==> src/rtl/slumber_pkg.sv <==
package slumber_pkg;

    // Phases of the sleep/wake sequence
    typedef enum logic [2:0] {
        PH_RUN,     // fully awake
        PH_QUAL,    // request being qualified by the glitch filter
        PH_LOCK,    // write lock on, waiting to freeze the pins
        PH_FREEZE,  // pins frozen, waiting to cut off the inputs
        PH_SLEEP,   // fully asleep
        PH_RISE,    // wake-up delay running
        PH_THAW     // awake, release counters running
    } phase_e;

endpackage

==> src/rtl/slumber_sync.sv <==
module slumber_sync #(
    parameter int STAGES = 2
) (
    input  logic clk_i,
    input  logic rst_ni,
    input  logic d_i,
    output logic q_o
);
    logic [STAGES-1:0] chain_q;

    generate
        if (STAGES == 1) begin : g_one
            always_ff @(posedge clk_i or negedge rst_ni) begin
                if (!rst_ni) chain_q <= '0;
                else         chain_q <= d_i;
            end
        end else begin : g_many
            always_ff @(posedge clk_i or negedge rst_ni) begin
                if (!rst_ni) chain_q <= '0;
                else         chain_q <= {chain_q[STAGES-2:0], d_i};
            end
        end
    endgenerate

    assign q_o = chain_q[STAGES-1];
endmodule

==> src/rtl/slumber_core.sv <==
module slumber_core
    import slumber_pkg::*;
#(
    parameter int FILT_LEN = 8,
    parameter int HOLD_DLY = 2,
    parameter int DIS_DLY  = 6,
    parameter int WAKE_DLY = 10,
    parameter int REL_MAX  = 512,
    localparam int REL_W   = $clog2(REL_MAX + 1)
) (
    input  logic             clk_i,
    input  logic             rst_ni,
    input  logic             req_i,
    input  logic             filt_en_i,
    input  logic [REL_W-1:0] wp_cnt_i,
    input  logic [REL_W-1:0] oh_cnt_i,
    output logic             awake_o,
    output logic             wprot_o,
    output logic             ohold_o,
    output logic             indis_o
);
    localparam int MAX_AB  = (FILT_LEN > HOLD_DLY) ? FILT_LEN : HOLD_DLY;
    localparam int MAX_CD  = (DIS_DLY > WAKE_DLY) ? DIS_DLY : WAKE_DLY;
    localparam int STG_MAX = (MAX_AB > MAX_CD) ? MAX_AB : MAX_CD;
    localparam int STG_W   = $clog2(STG_MAX + 1);

    typedef struct packed {
        phase_e           ph;
        logic [STG_W-1:0] stg;
        logic [REL_W-1:0] wp_left;
        logic [REL_W-1:0] oh_left;
        logic             awake;
        logic             wprot;
        logic             ohold;
        logic             indis;
    } seq_t;

    seq_t r_q, r_d;

    logic [REL_W-1:0] wp_eff, oh_eff;

    // A zero count is treated as one
    assign wp_eff = (wp_cnt_i == '0) ? REL_W'(1) : wp_cnt_i;
    assign oh_eff = (oh_cnt_i == '0) ? REL_W'(1) : oh_cnt_i;

    always_comb begin
        r_d = r_q;
        case (r_q.ph)
            PH_RUN: begin
                if (req_i) begin
                    if (filt_en_i) begin
                        r_d.ph  = PH_QUAL;
                        r_d.stg = STG_W'(FILT_LEN - 1);
                    end else begin
                        r_d.ph    = PH_LOCK;
                        r_d.stg   = STG_W'(HOLD_DLY - 1);
                        r_d.awake = 1'b0;
                        r_d.wprot = 1'b1;
                    end
                end
            end
            PH_QUAL: begin
                if (!req_i) begin
                    r_d.ph = PH_RUN;
                end else if (r_q.stg == '0) begin
                    r_d.ph    = PH_LOCK;
                    r_d.stg   = STG_W'(HOLD_DLY - 1);
                    r_d.awake = 1'b0;
                    r_d.wprot = 1'b1;
                end else begin
                    r_d.stg = r_q.stg - 1'b1;
                end
            end
            PH_LOCK: begin
                if (r_q.stg == '0) begin
                    r_d.ph    = PH_FREEZE;
                    r_d.stg   = STG_W'(DIS_DLY - 1);
                    r_d.ohold = 1'b1;
                end else begin
                    r_d.stg = r_q.stg - 1'b1;
                end
            end
            PH_FREEZE: begin
                if (r_q.stg == '0) begin
                    r_d.ph    = PH_SLEEP;
                    r_d.indis = 1'b1;
                end else begin
                    r_d.stg = r_q.stg - 1'b1;
                end
            end
            PH_SLEEP: begin
                if (!req_i) begin
                    r_d.ph  = PH_RISE;
                    r_d.stg = STG_W'(WAKE_DLY - 1);
                end
            end
            PH_RISE: begin
                if (req_i) begin
                    // abort the exit: protections stay on, entry restarts at the lock
                    r_d.ph  = PH_LOCK;
                    r_d.stg = STG_W'(HOLD_DLY - 1);
                end else if (r_q.stg == '0) begin
                    r_d.ph      = PH_THAW;
                    r_d.awake   = 1'b1;
                    r_d.indis   = 1'b0;
                    r_d.wp_left = wp_eff;
                    r_d.oh_left = oh_eff;
                end else begin
                    r_d.stg = r_q.stg - 1'b1;
                end
            end
            PH_THAW: begin
                if (req_i) begin
                    r_d.ph    = PH_LOCK;
                    r_d.stg   = STG_W'(HOLD_DLY - 1);
                    r_d.awake = 1'b0;
                    r_d.wprot = 1'b1;
                end else begin
                    if (r_q.wp_left != '0) begin
                        r_d.wp_left = r_q.wp_left - 1'b1;
                        if (r_q.wp_left == REL_W'(1)) r_d.wprot = 1'b0;
                    end
                    if (r_q.oh_left != '0) begin
                        r_d.oh_left = r_q.oh_left - 1'b1;
                        if (r_q.oh_left == REL_W'(1)) r_d.ohold = 1'b0;
                    end
                    if (r_q.wp_left <= REL_W'(1) && r_q.oh_left <= REL_W'(1))
                        r_d.ph = PH_RUN;
                end
            end
            default: r_d = r_q;
        endcase
    end

    always_ff @(posedge clk_i or negedge rst_ni) begin
        if (!rst_ni) begin
            r_q <= '{ph: PH_RUN, stg: '0, wp_left: '0, oh_left: '0,
                     awake: 1'b1, wprot: 1'b0, ohold: 1'b0, indis: 1'b0};
        end else begin
            r_q <= r_d;
        end
    end

    assign awake_o = r_q.awake;
    assign wprot_o = r_q.wprot;
    assign ohold_o = r_q.ohold;
    assign indis_o = r_q.indis;
endmodule

==> src/rtl/slumber_seq.sv <==
module slumber_seq #(
    parameter int FILT_LEN = 8,
    parameter int HOLD_DLY = 2,
    parameter int DIS_DLY  = 6,
    parameter int WAKE_DLY = 10,
    parameter int REL_MAX  = 512,
    parameter int SYNC_LEN = 2,
    localparam int REL_W   = $clog2(REL_MAX + 1)
) (
    input  logic             clk_i,
    input  logic             rst_ni,
    input  logic             susp_i,
    input  logic             filt_en_i,
    input  logic [REL_W-1:0] wp_cnt_i,
    input  logic [REL_W-1:0] oh_cnt_i,
    output logic             awake_o,
    output logic             wprot_o,
    output logic             ohold_o,
    output logic             indis_o
);
    logic req_s;

    slumber_sync #(.STAGES(SYNC_LEN)) u_sync (
        .clk_i (clk_i),
        .rst_ni(rst_ni),
        .d_i   (susp_i),
        .q_o   (req_s)
    );

    slumber_core #(
        .FILT_LEN(FILT_LEN),
        .HOLD_DLY(HOLD_DLY),
        .DIS_DLY (DIS_DLY),
        .WAKE_DLY(WAKE_DLY),
        .REL_MAX (REL_MAX)
    ) u_core (
        .clk_i    (clk_i),
        .rst_ni   (rst_ni),
        .req_i    (req_s),
        .filt_en_i(filt_en_i),
        .wp_cnt_i (wp_cnt_i),
        .oh_cnt_i (oh_cnt_i),
        .awake_o  (awake_o),
        .wprot_o  (wprot_o),
        .ohold_o  (ohold_o),
        .indis_o  (indis_o)
    );
endmodule

==> config.mk <==
export PLATFORM = sky130hd
export DESIGN_NAME = slumber_seq
export DESIGN_NICKNAME = d
export VERILOG_FILES = /design/src/rtl/slumber_pkg.sv /design/src/rtl/slumber_sync.sv /design/src/rtl/slumber_core.sv /design/src/rtl/slumber_seq.sv
export SDC_FILE = /design/constraint.sdc
export NUM_CORES = 1
export LEC_CHECK = 0
export BUFFER_PORTS_ARGS = -buffer_cell sky130_fd_sc_hd__buf_2
export CAP_MARGIN = 20
export CORE_UTILIZATION = 60
export DETAILED_ROUTE_END_ITERATION = 16
export GPL_TIMING_DRIVEN = 0
export PLACE_DENSITY = 0.86
export SETUP_SLACK_MARGIN = 0.1
export SYNTH_ARGS = -nofsm -noshare
export SYNTH_HDL_FRONTEND = slang
export SYNTH_SLANG_ARGS = --single-unit
==> constraint.sdc <==
create_clock -name clk_i -period 3.2 [get_ports clk_i]
set_input_delay 0.8 -clock clk_i [delete_from_list [all_inputs] [get_ports clk_i]]
set_output_delay 0.8 -clock clk_i [all_outputs]
set_load 0.02 [all_outputs]
# Word-level counts from Yosys, hierarchy flattened
# Cells that the tools add are included.
[op_classes]
eq_ne = 27
magnitude_cmp = 2
muxes = 43
reduce_logical = 21
add_sub_neg = 3
[op_table]
columns = ["operator", "count"]
rows = [
  ["one-hot mux 7 bit (7 select lines)", 1],
  ["2-to-1 mux 21 bit", 2],
  ["2-to-1 mux 10 bit", 4],
  ["one-hot mux 20 bit (2 select lines)", 1],
  ["2-to-1 mux 3 bit", 7],
  ["2-to-1 mux 7 bit", 3],
  ["== test 10 x 1 -> 1 bit (second input constant)", 2],
  ["less-or-equal comparator 10 x 1 -> 1 bit (second input constant)", 2],
  ["zero test 10 bit", 2],
  ["2-to-1 mux 20 bit", 1],
  ["2-to-1 mux 4 bit", 5],
  ["AND reduction 5 bit", 4],
  ["nonzero test 10 bit", 2],
  ["subtractor 10 x 1 -> 10 bit (second input constant)", 2],
  ["AND reduction 8 bit", 2],
  ["!= test 3 x 2 -> 1 bit (second input constant)", 5],
  ["!= test 2 x 1 -> 1 bit (second input constant)", 7],
  ["!= test 2 bit (second input constant)", 7],
  ["2-to-1 mux 1 bit", 10],
  ["== test 3 bit (second input constant)", 3],
  ["2-to-1 mux 2 bit", 4],
  ["AND reduction 7 bit", 1],
  ["nonzero test 7 bit", 1],
  ["== test 3 x 2 -> 1 bit (second input constant)", 2],
  ["other kinds (13)", 16],
]
[word_totals]
output_inout_bits = 4
in_bits = 24
register_bits = 33
word_cells = 105

# Depth between registers and ports, before layout
# Gate-level depths: netlist of the first run.
[depth]
word_depth = 5
depth_mapped = 11
mapped_depth_nobuf = 11

# Cells and area by module
# Synthesis of the first run repeated with hierarchy kept, for this count alone.
[unflattened]
hier_cells = 278
area_unflattened_um2 = 2304.7
[modules_own_cells]
columns = ["module", "instances", "area_per_inst_um2", "seq_area_each_um2", "cells_per_inst"]
rows = [
  ["slumber_core", 1, 2254.7, 777.0, 276],
  ["slumber_sync", 1, 50.0, 50.0, 2],
]

# Worst setup path after synthesis of the first run
# OpenSTA, ideal clock, no wires.
[synth_timing]
path_kind = "register to register"
from = "reg u_core.r_q[14] (netlist name)"
to = "reg u_core.r_q[21] (netlist name)"
n_path_buf = 0
setup_ns = 0.121
period_less_slack_ns = 1.902
path_stages_with_launch = 7
t_arrival_ns = 1.781
path_slack_ns = 1.298
required_time_ns = 3.079
cell_sequence = "dfrtp_1 > inv_1 > ha_1 > or4b_1 > nor2b_1 > a31oi_4 > a22o_1"
[synth_between]
elab_chain_len = 4
word_cells_on_any_way = 7
cone_classes = "add/sub (1); eq/ne (1); mux (3); reduce/logical (2)"
[synth_lines]
columns = ["item", "line_no", "source"]
rows = [
  ["start, declared", "slumber_core.sv:38", "seq_t r_q, r_d;"],
  ["start signal, assigned", "slumber_core.sv:137", "r_q <= '{ph: PH_RUN, stg: '0, wp_left: '0, oh_left: '0,"],
  ["start signal, assigned", "slumber_core.sv:140", "r_q <= r_d;"],
  ["subtractor 10 x 1 -> 10 bit", "slumber_core.sv:120", "r_d.wp_left = r_q.wp_left - 1'b1;"],
  ["2-to-1 mux 10 bit", "slumber_core.sv:119", "if (r_q.wp_left != '0) begin"],
  ["2-to-1 mux 20 bit", "slumber_core.sv:113", "if (req_i) begin"],
  ["one-hot mux 20 bit (2 select lines)", "slumber_core.sv:48", "case (r_q.ph)"],
]
# Parallel ways exist; a longest one is shown, timed or not. The select of a mux whose other input is x is not followed.
# A chain may end at the register's enable or synchronous reset.

# Final worst setup path of the first run
[layout_timing]
from = "reg u_core.r_q[24] (netlist name)"
to = "reg u_core.r_q[15] (netlist name)"
[layout_between]
elab_chain_len = 3
[layout_lines]
columns = ["item", "line_no", "source"]
rows = [
  ["zero test 4 bit", "slumber_core.sv:102", "end else if (r_q.stg == '0) begin"],
  ["!= test 2 x 1 -> 1 bit (no source line)", "n/a", ""],
  ["AND reduction 5 bit (no source line)", "n/a", ""],
]
# No other way between the ends.

==> results of run 1 <==
[layout make-up]
type	count	area [µm²]
flip-flops and latches	33	827.0
fillers	295	1064
multi-input cells	224	1320
clock inverters	1	30.03
clock buffers	7	86.33
inverters	13	48.80
repair buffers	27	135.1
well taps	48	60.06
plain buffers	17	90.09
[worst max-delay path: cells and delay by family (launching register included)]
kind | cells | cell delay [ns]
compound gates | 4 | 1.05
fa+ha+maj | 1 | 0.21
buf+inv | 2 | 0.27
flops | 1 | 0.41
simple gates | 1 | 0.12
[report_power, final]
part	internal [mW]	switching (mW)
combinational	0.428	0.634
sequential	0.602	0.172
clock	0.254	0.156
total	1.28	0.962
[cells by family after synthesis]
kind of cell,after synthesis,synth area share [%]
and+or+nand+nor,105,22.88
buffers and inverters,30,6.075
DFF,33,36.18
adders and majority gates,6,3.284
xor gates and xnor gates,2,0.7664
AOI/OAI and AO/OA,111,30.82
[metal layers]
| metal | wire [µm] | part of all wire (%) |
|---|---|---|
| met1 | 2542 | 44 |
| met2 | 2763 | 48 |
| met3 | 367 | 6.3 |
| met4 | 124 | 2.1 |
| met5 | 0 | 0 |
[metrics by stage]
stage	worst slack, ns	utilization, %	area, µm²	hold WS, ns	instances
finish	0.9886	70.95	2597	0.3473	370
floorplan	1.298	-	2286	0.3312	287
global route	0.8915	70.95	2597	0.3691	370
detailed placement	1.077	67.77	2481	0.3358	362
CTS	1.028	70.95	2597	0.3506	370
global placement	1.119	67.77	2481	0.3337	362
[worst paths after layout]
path	from	slack (ns)	cells past startpoint	endpoint
min reg2reg	u_sync.chain_q[0]	0.35	0	u_sync.chain_q[1]
min in group asynchronous	rst_ni	0.57	1	u_core.r_q[27]
max in group asynchronous	rst_ni	2.16	1	u_core.r_q[4]
max	u_core.r_q[24]	0.99	8	u_core.r_q[15]
max reg2reg	u_core.r_q[24]	0.99	8	u_core.r_q[15]
min	u_sync.chain_q[0]	0.35	0	u_sync.chain_q[1]
[sequential cells by signal, indices dropped and copies added (netlist names)]
register,cells
u_core.wprot_o,1
u_core.r_q,27
u_sync.chain_q,2
u_core.awake_o,1
u_core.indis_o,1
u_core.ohold_o,1
[cell usage after synthesis (all sizes together), types with 7 or more instances]
| master | instances | share of area [%] |
|---|---|---|
| a21oi | 32 | 7.2 |
| nand3 | 11 | 2.4 |
| o22ai | 7 | 1.9 |
| dfrtp | 32 | 35 |
| o21ai | 31 | 6.8 |
| nor3 | 13 | 2.8 |
| inv | 13 | 2.1 |
| nor2 | 30 | 4.9 |
| clkbuf | 10 | 1.6 |
| buf | 7 | 2.3 |
| nand2 | 23 | 3.8 |
==> reports/results.txt, run 1 <==
Mean Syn Cell Area = 7.965 µm²
RSZ-0062 raised after global routing = false
Crit Path Max Fanout = 8
Final ANT Viol Nets = 0
first-pass GRT wire length = 9563 µm
pwr/cell area = 864.8 nW/µm²
total power = 2.246 mW
placer congestion estimate = 0.9400
failing checks = design-rule violations
TritonCTS clock tree = built
most frequent cells in the layout = dfrtp_1 (32), a21oi_1 (31), buf_2 (30), nor2_1 (30), o21ai_0 (30)
initial antenna violation count = 0
# hold bufs at CTS = 0
vias = 2352
synthesized instance count = 287
Synth Register Bits = 33
Die Y = 63.73 µm
routing usage on met1 = 41.91%
GRT busiest layer = met2
io pins = 28
Max Cap Viol = 0
setup_tns = 0 ns
die area = 4061 µm²
dpl hpwl = 3986 µm
Max rail drop VDD = 0.4943 mV
setup bufs post-CTS = 0
largest net degree at the start of global routing = 34
layout cells sized above 1 = 14.60%
max-slew violation count = 0
cts bufs inserted = 5
DRT Wirelength = 5798 µm
Pre-antenna DRT Iters = 12
worst hold path class = reg -> reg
area grow syn2layout = 13.63%
Synth async-reset ratio = 100.0%
Worst Path Arrival = 2.36 ns
Nets = 351
met3 GRT Util = 7.246%
final setup fails = 0
Tcrit/Tclk final = 69.11%
port bufs = 27
max incr delay on CP = 0.41 ns
Iter 0 DRT Violations = 296
critical path endpoint category = register
Peak Freq = 0.4522 GHz
Final Hold Fails = 0
Syn Nets = 317
met2 usage = 47.34%
via count of the first global-routing pass = 2090
Post-Syn Area = 2286 µm²
Req. time, crit path = 3.35 ns
synth unique cells = 51
drt wl/cell = 15.67 µm
Warnings, synthesis = 0
Core Area = 3661 µm²
Sink Count = 33
Lkg Pwr = 1.064 nW
critical path type = reg -> reg
min cycle time layout = 2.211 ns
Starting Density = 62.44%
Rows = 22
CTS resizes = 0
CTS clk-pin slew, worst paths = 0.07 ns
Critical Path Source Type = register
crit-path cells = inv_1 -> ha_1 -> nand4bb_1 -> clkbuf_1 -> o21a_4 -> o21bai_1 -> a211oi_1 -> a21oi_1
worst skew pair latency = 0.29 ns
H-tree Lvls = 2
die width = 63.73 µm
count of flip-flops with a built-in enable after synthesis = 0
Slew HR = 50.48%
slew of the pin with the lowest slew margin = 0.7427 ns
Total GRT Usage = 30.82%
most common cell after layout, fill and taps aside = dfrtp_1
Clock Tree Buf Depth = 2
routed vias/inst = 6.357
status = finished, violations left
Seq/Total Area, Yosys = 36.18%
Slowest-stage cell, CP = dfrtp_1
Clock Tree Root = clkbuf_8
Top FF cell, synth = dfrtp_1
# diodes = 0
clk_skew = 0.009737 ns
Post-route DRC = 1
grt ovf = 0
(Power assumes the default switching activity.)
==> inputs of run 2 (changes only) <==
--- a/config.mk
+++ b/config.mk
@@ -7,10 +7,10 @@
 export LEC_CHECK = 0
 export BUFFER_PORTS_ARGS = -buffer_cell sky130_fd_sc_hd__buf_2
 export CAP_MARGIN = 20
-export CORE_UTILIZATION = 60
+export CORE_UTILIZATION = 58
 export DETAILED_ROUTE_END_ITERATION = 16
 export GPL_TIMING_DRIVEN = 0
-export PLACE_DENSITY = 0.86
+export PLACE_DENSITY = 0.84
 export SETUP_SLACK_MARGIN = 0.1
 export SYNTH_ARGS = -nofsm -noshare
 export SYNTH_HDL_FRONTEND = slang
==> constraint.sdc (replaced) <==
create_clock -name clk_i -period 2.2 [get_ports clk_i]
set_input_delay 0.55 -clock clk_i [delete_from_list [all_inputs] [get_ports clk_i]]
set_output_delay 0.55 -clock clk_i [all_outputs]
set_load 0.02 [all_outputs]
==> reports/results.txt, run 2 (synthesis results as in run 1) <==
status = finished, final reports clean
routing usage on met1 = 39.69%
most flop-heavy register = u_core.r_q
Max rail drop VDD = 0.6053 mV
Req. time, crit path = 2.43 ns
Rows = 22
most common cell after layout, fill and taps aside = dfrtp_1
dpl hpwl = 3969 µm
grt ovf = 0
worst skew pair latency = 0.29 ns
H-tree Lvls = 2
via count of the first global-routing pass = 2112
met3 GRT Util = 7.218%
Largest regs = u_core.r_q: 27 flops, u_sync.chain_q: 2 flops
TritonCTS clock tree = built
layout cells sized above 1 = 17.08%
Total GRT Usage = 28.65%
GRT busiest layer = met2
Lkg Pwr = 1.059 nW
Clock Tree Buf Depth = 2
Final ANT Viol Nets = 0
Iter 0 DRT Violations = 310
Slew HR = 52.03%
Worst Path Arrival = 2.19 ns
setup bufs post-CTS = 0
Nets = 351
critical path type = reg -> reg
Max Cap Viol = 0
clk_skew = 0.01212 ns
Die Y = 64.78 µm
max incr delay on CP = 0.52 ns
# diodes = 0
Post-route DRC = 0
worst hold path class = in -> async
max-slew violation count = 0
initial antenna violation count = 0
Sink Count = 33
Fillers = 331
met2 usage = 43.88%
Starting Density = 61.52%
min cycle time layout = 1.957 ns
crit-path cells = inv_1 -> ha_2 -> or4b_4 -> nor2b_4 -> a31oi_4 -> o211ai_1 -> o21a_1
port bufs = 27
Core Area = 3716 µm²
Clock Tree Root = clkbuf_8
io pins = 28
Crit Path Max Fanout = 9
vias = 2332
routed vias/inst = 6.303
setup_tns = 0 ns
max reg flops = 27
CTS clk-pin slew, worst paths = 0.07 ns
CP Buf/Inv Count = 1
Slowest-stage cell, CP = or4b_4
Hold Worst Slack = 0.3140 ns
Critical Path Source Type = register
drt wl/cell = 15.09 µm
RSZ-0062 raised after global routing = false
first-pass GRT wire length = 9342 µm
placer congestion estimate = 0.9062
area grow syn2layout = 13.96%
most frequent cells in the layout = dfrtp_1 (32), buf_2 (31), a21oi_1 (31), o21ai_0 (30), nor2_1 (29)
slew of the pin with the lowest slew margin = 0.7129 ns
largest net degree at the start of global routing = 34
CP top delay family = simple AND/OR/NAND/NOR gates
Util after Layout = 70.10%
DRT Wirelength = 5585 µm
Final Hold Fails = 0
Crit. path cell count = 7
die width = 64.78 µm
FF-to-FF path depth = 7
pwr/cell area = 1200 nW/µm²
Peak Freq = 0.5110 GHz
Tcrit/Tclk final = 88.95%
final setup fails = 0
critical path endpoint category = register
Pre-antenna DRT Iters = 6
cts bufs inserted = 5
die area = 4196 µm²
## run 2: changes by cell type in the layout (fill, tap and decap cells not counted), moves of 2 or more
cell	previous run	this run
clkinv_2	0	2
ha_2	0	2
clkbuf_1	11	9
ha_1	6	4
## run 2: area by class of cell
| type | instances | area, µm² | share of cell area [%] |
|---|---|---|---|
| multi-input cells | 224 | 1359 | 52.16 |
| flip-flops and latches | 33 | 827.0 | 31.75 |
| repair buffers | 27 | 135.1 | 5.187 |
| plain buffers | 17 | 92.59 | 3.554 |
| clock buffers | 6 | 72.57 | 2.786 |
| well taps | 48 | 60.06 | 2.305 |
| inverters | 13 | 48.80 | 1.873 |
| clock inverters | 2 | 10.01 | 0.3842 |
## run 2: path summary, 6_finish.rpt
check	startpoint	end	slack, ns
max	u_core.r_q[14]	u_core.r_q[14]	0.24
min	rst_ni	u_core.r_q[16]	0.31
max reg2reg	u_core.r_q[14]	u_core.r_q[14]	0.24
min reg2reg	u_sync.chain_q[0]	u_sync.chain_q[1]	0.35
max in group asynchronous	rst_ni	u_core.r_q[26]	1.41
min in group clk_i	u_sync.chain_q[0]	u_sync.chain_q[1]	0.35
## run 2: report_power, final
group          switching, mW  total, mW  internal [mW]  leakage (nW)
Clock                  0.224      0.443          0.219        0.0450
Combinational          0.905       1.54          0.639         0.645
Sequential             0.264       1.14          0.875         0.369
Total                   1.39       3.13           1.73          1.06
## run 2: through the flow
| stage | cell area, µm² | setup slack, ns | power [mW] | std cells |
|---|---|---|---|---|
| 2_1_floorplan | 2286 | 0.2978 | 2.250 | 287 |
| 3_3_place_gp | 2481 | 0.07589 | 2.575 | 362 |
| 3_5_place_dp | 2481 | 0.06755 | 2.628 | 362 |
| 4_1_cts | 2566 | 0.1191 | 3.073 | 370 |
| 5_1_grt | 2605 | 0.09879 | 3.393 | 370 |
| 6_report | 2605 | 0.2431 | 3.127 | 370 |
## run 2: worst reg2reg max path: stages (launching register included)
cell and delay [ns]:
dfrtp_1 0.44, inv_1 0.09, ha_2 0.23, or4b_4 0.52, nor2b_4 0.17, a31oi_4 0.15
o211ai_1 0.15, o21a_1 0.14
## run 2: timing repair
item	in CTS	in global routing
endpoints found under the hold margin	0	0
setup endpoints to repair	5	17
resized for setup	1	13
hold buffers	0	0
## run 2: routing by layer
| metal | wire length [µm] | part of all wire, % |
|---|---|---|
| met1 | 2512 | 45 |
| met2 | 2508 | 45 |
| met3 | 492 | 8.8 |
| met4 | 72 | 1.3 |
| met5 | 0 | 0 |
==> inputs of run 3 (changes only) <==
--- a/config.mk
+++ b/config.mk
@@ -5,13 +5,13 @@
 export SDC_FILE = /design/constraint.sdc
 export NUM_CORES = 1
 export LEC_CHECK = 0
-export BUFFER_PORTS_ARGS = -buffer_cell sky130_fd_sc_hd__buf_2
 export CAP_MARGIN = 20
-export CORE_UTILIZATION = 58
+export CORE_UTILIZATION = 60
 export DETAILED_ROUTE_END_ITERATION = 16
+export DONT_BUFFER_PORTS = 1
 export GPL_TIMING_DRIVEN = 0
-export PLACE_DENSITY = 0.84
-export SETUP_SLACK_MARGIN = 0.1
+export PLACE_DENSITY = 0.8
+export SETUP_SLACK_MARGIN = 0.3
 export SYNTH_ARGS = -nofsm -noshare
 export SYNTH_HDL_FRONTEND = slang
 export SYNTH_SLANG_ARGS = --single-unit
==> reports/results.txt, run 3 (synthesis results as in run 1) <==
status = finished, final reports clean
via count of the first global-routing pass = 2254
Post-route DRC = 0
Rows = 22
vias = 2362
pwr/cell area = 1247 nW/µm²
Critical Path Source Type = register
min cycle time layout = 1.932 ns
setup_tns = 0 ns
critical path endpoint category = register
Fillers = 255
routed vias/inst = 6.349
most common cell after layout, fill and taps aside = dfrtp_1
slew of the pin with the lowest slew margin = 0.5088 ns
Req. time, crit path = 2.36 ns
crit-path cells = buf_6 -> or3b_4 -> o21a_4 -> a21o_1 -> buf_6 -> a211o_1
most frequent CP cell = buf_6
Slowest-stage cell, CP = or3b_4
port bufs = 0
Starting Density = 62.44%
dpl hpwl = 3908 µm
worst skew pair latency = 0.27 ns
worst hold path class = in -> async
Core Area = 3661 µm²
Clock Tree Buf Depth = 2
TritonCTS clock tree = built
Max rail drop VDD = 0.7096 mV
Total GRT Usage = 31.65%
Clock Tree Root = clkbuf_8
critical path type = reg -> reg
Sink Count = 33
flop-to-flop setup slack = 0.27 ns
max incr delay on CP = 0.41 ns
total power = 3.477 mW
area of the multi-input gates = 1400 µm²
RSZ-0062 raised after global routing = true
largest net degree at the start of global routing = 33
Peak Freq = 0.5176 GHz
max reg flops = 27
io pins = 28
clk_skew = 0.005441 ns
grt ovf = 0
most frequent cells in the layout = dfrtp_1 (32), a21oi_1 (31), nor2_1 (29), o21ai_0 (27), buf_4 (26)
placer congestion estimate = 0.9036
final setup fails = 0
area grow syn2layout = 21.95%
Lkg Pwr = 1.136 nW
FF-to-FF path depth = 6
cts bufs inserted = 5
Max Cap Viol = 0
die area = 4061 µm²
most flop-heavy register = u_core.r_q
# diodes = 0
first-pass GRT wire length = 10020 µm
Final Hold Fails = 0
Crit Path Max Fanout = 10
Slew HR = 66.08%
drt wl/cell = 16.28 µm
Reg area = 827.0 µm²
max-slew violation count = 0
Worst R2R Start = u_core.r_q[29]
Nets = 353
die width = 63.73 µm
layout cells sized above 1 = 21.60%
initial antenna violation count = 0
DRT Wirelength = 6058 µm
Iter 0 DRT Violations = 220
Worst Path Arrival = 2.09 ns
Largest regs = u_core.r_q: 27 flops, u_sync.chain_q: 2 flops
Pre-antenna DRT Iters = 6
H-tree Lvls = 2
Worst R2R End = u_core.r_q[4]
Die Y = 63.73 µm
Tcrit/Tclk final = 87.82%
CTS clk-pin slew, worst paths = 0.07 ns
Final ANT Viol Nets = 0
run 3: power by group:
part / switching, mW / total [mW] / leakage (nW) / internal, mW
clock: 0.216 / 0.498 / 0.0542 / 0.283
combinational: 0.978 / 1.80 / 0.712 / 0.827
sequential: 0.298 / 1.17 / 0.369 / 0.876
run 3: through the flow:
step	utilization [%]	hold slack [ns]	instance area [µm²]	instances	worst slack, ns
2_1_floorplan	-	0.2544	2288	287	0.3570
3_3_place_gp	64.15	0.2553	2349	335	0.1677
3_5_place_dp	64.15	0.2553	2349	335	0.1143
4_1_cts	72.25	0.09610	2645	359	0.2950
5_1_grt	76.14	0.09523	2788	372	0.2126
6_report	76.14	0.09748	2788	372	0.2680
run 3: repair_timing:
action                                 4_1_cts  5_1_grt
endpoints found under the hold margin       32        0
resized for setup                           17       24
setup buffers                               15       13
hold buffers                                 1        0
pin swaps                                    5        4
setup endpoints to repair                   21       23
run 3: worst max path at each step:
stage,startpoint,slack (ns),end,depth (start not counted)
floorplan,u_core.r_q[14],0.36,u_core.r_q[21],6
global placement,u_core.r_q[24],0.17,u_core.r_q[15],8
detailed placement,u_core.r_q[14],0.11,u_core.r_q[21],6
CTS,u_core.r_q[29],0.30,u_core.r_q[4],6
global route,u_core.r_q[17],0.21,u_core.r_q[14],5
finish,u_core.r_q[29],0.27,u_core.r_q[4],6
run 3: final cells by class:
cell class / instances / area share, %
Multi-Input combinational cell: 224 / 50.22
Sequential cell: 33 / 29.67
Timing Repair Buffer: 29 / 8.528
Buffer: 17 / 4.040
Clock buffer: 7 / 3.456
Tap cell: 48 / 2.154
Inverter: 13 / 1.750
Clock inverter: 1 / 0.1795
run 3: layer usage:
layer / wire, µm / global-route usage (%)
met1: 2754 / 43.07
met2: 2858 / 50.66
met3: 369 / 5.978
met4: 76 / 9.659
met5: 0 / 0
run 3: worst max-delay path: cells and delay by family (launching register included):
kind,cells,cell delay (ns)
buffers and inverters,2,0.27
flip-flops,1,0.40
AO/OA/AOI/OAI,3,0.73
AND/OR/NAND/NOR,1,0.41
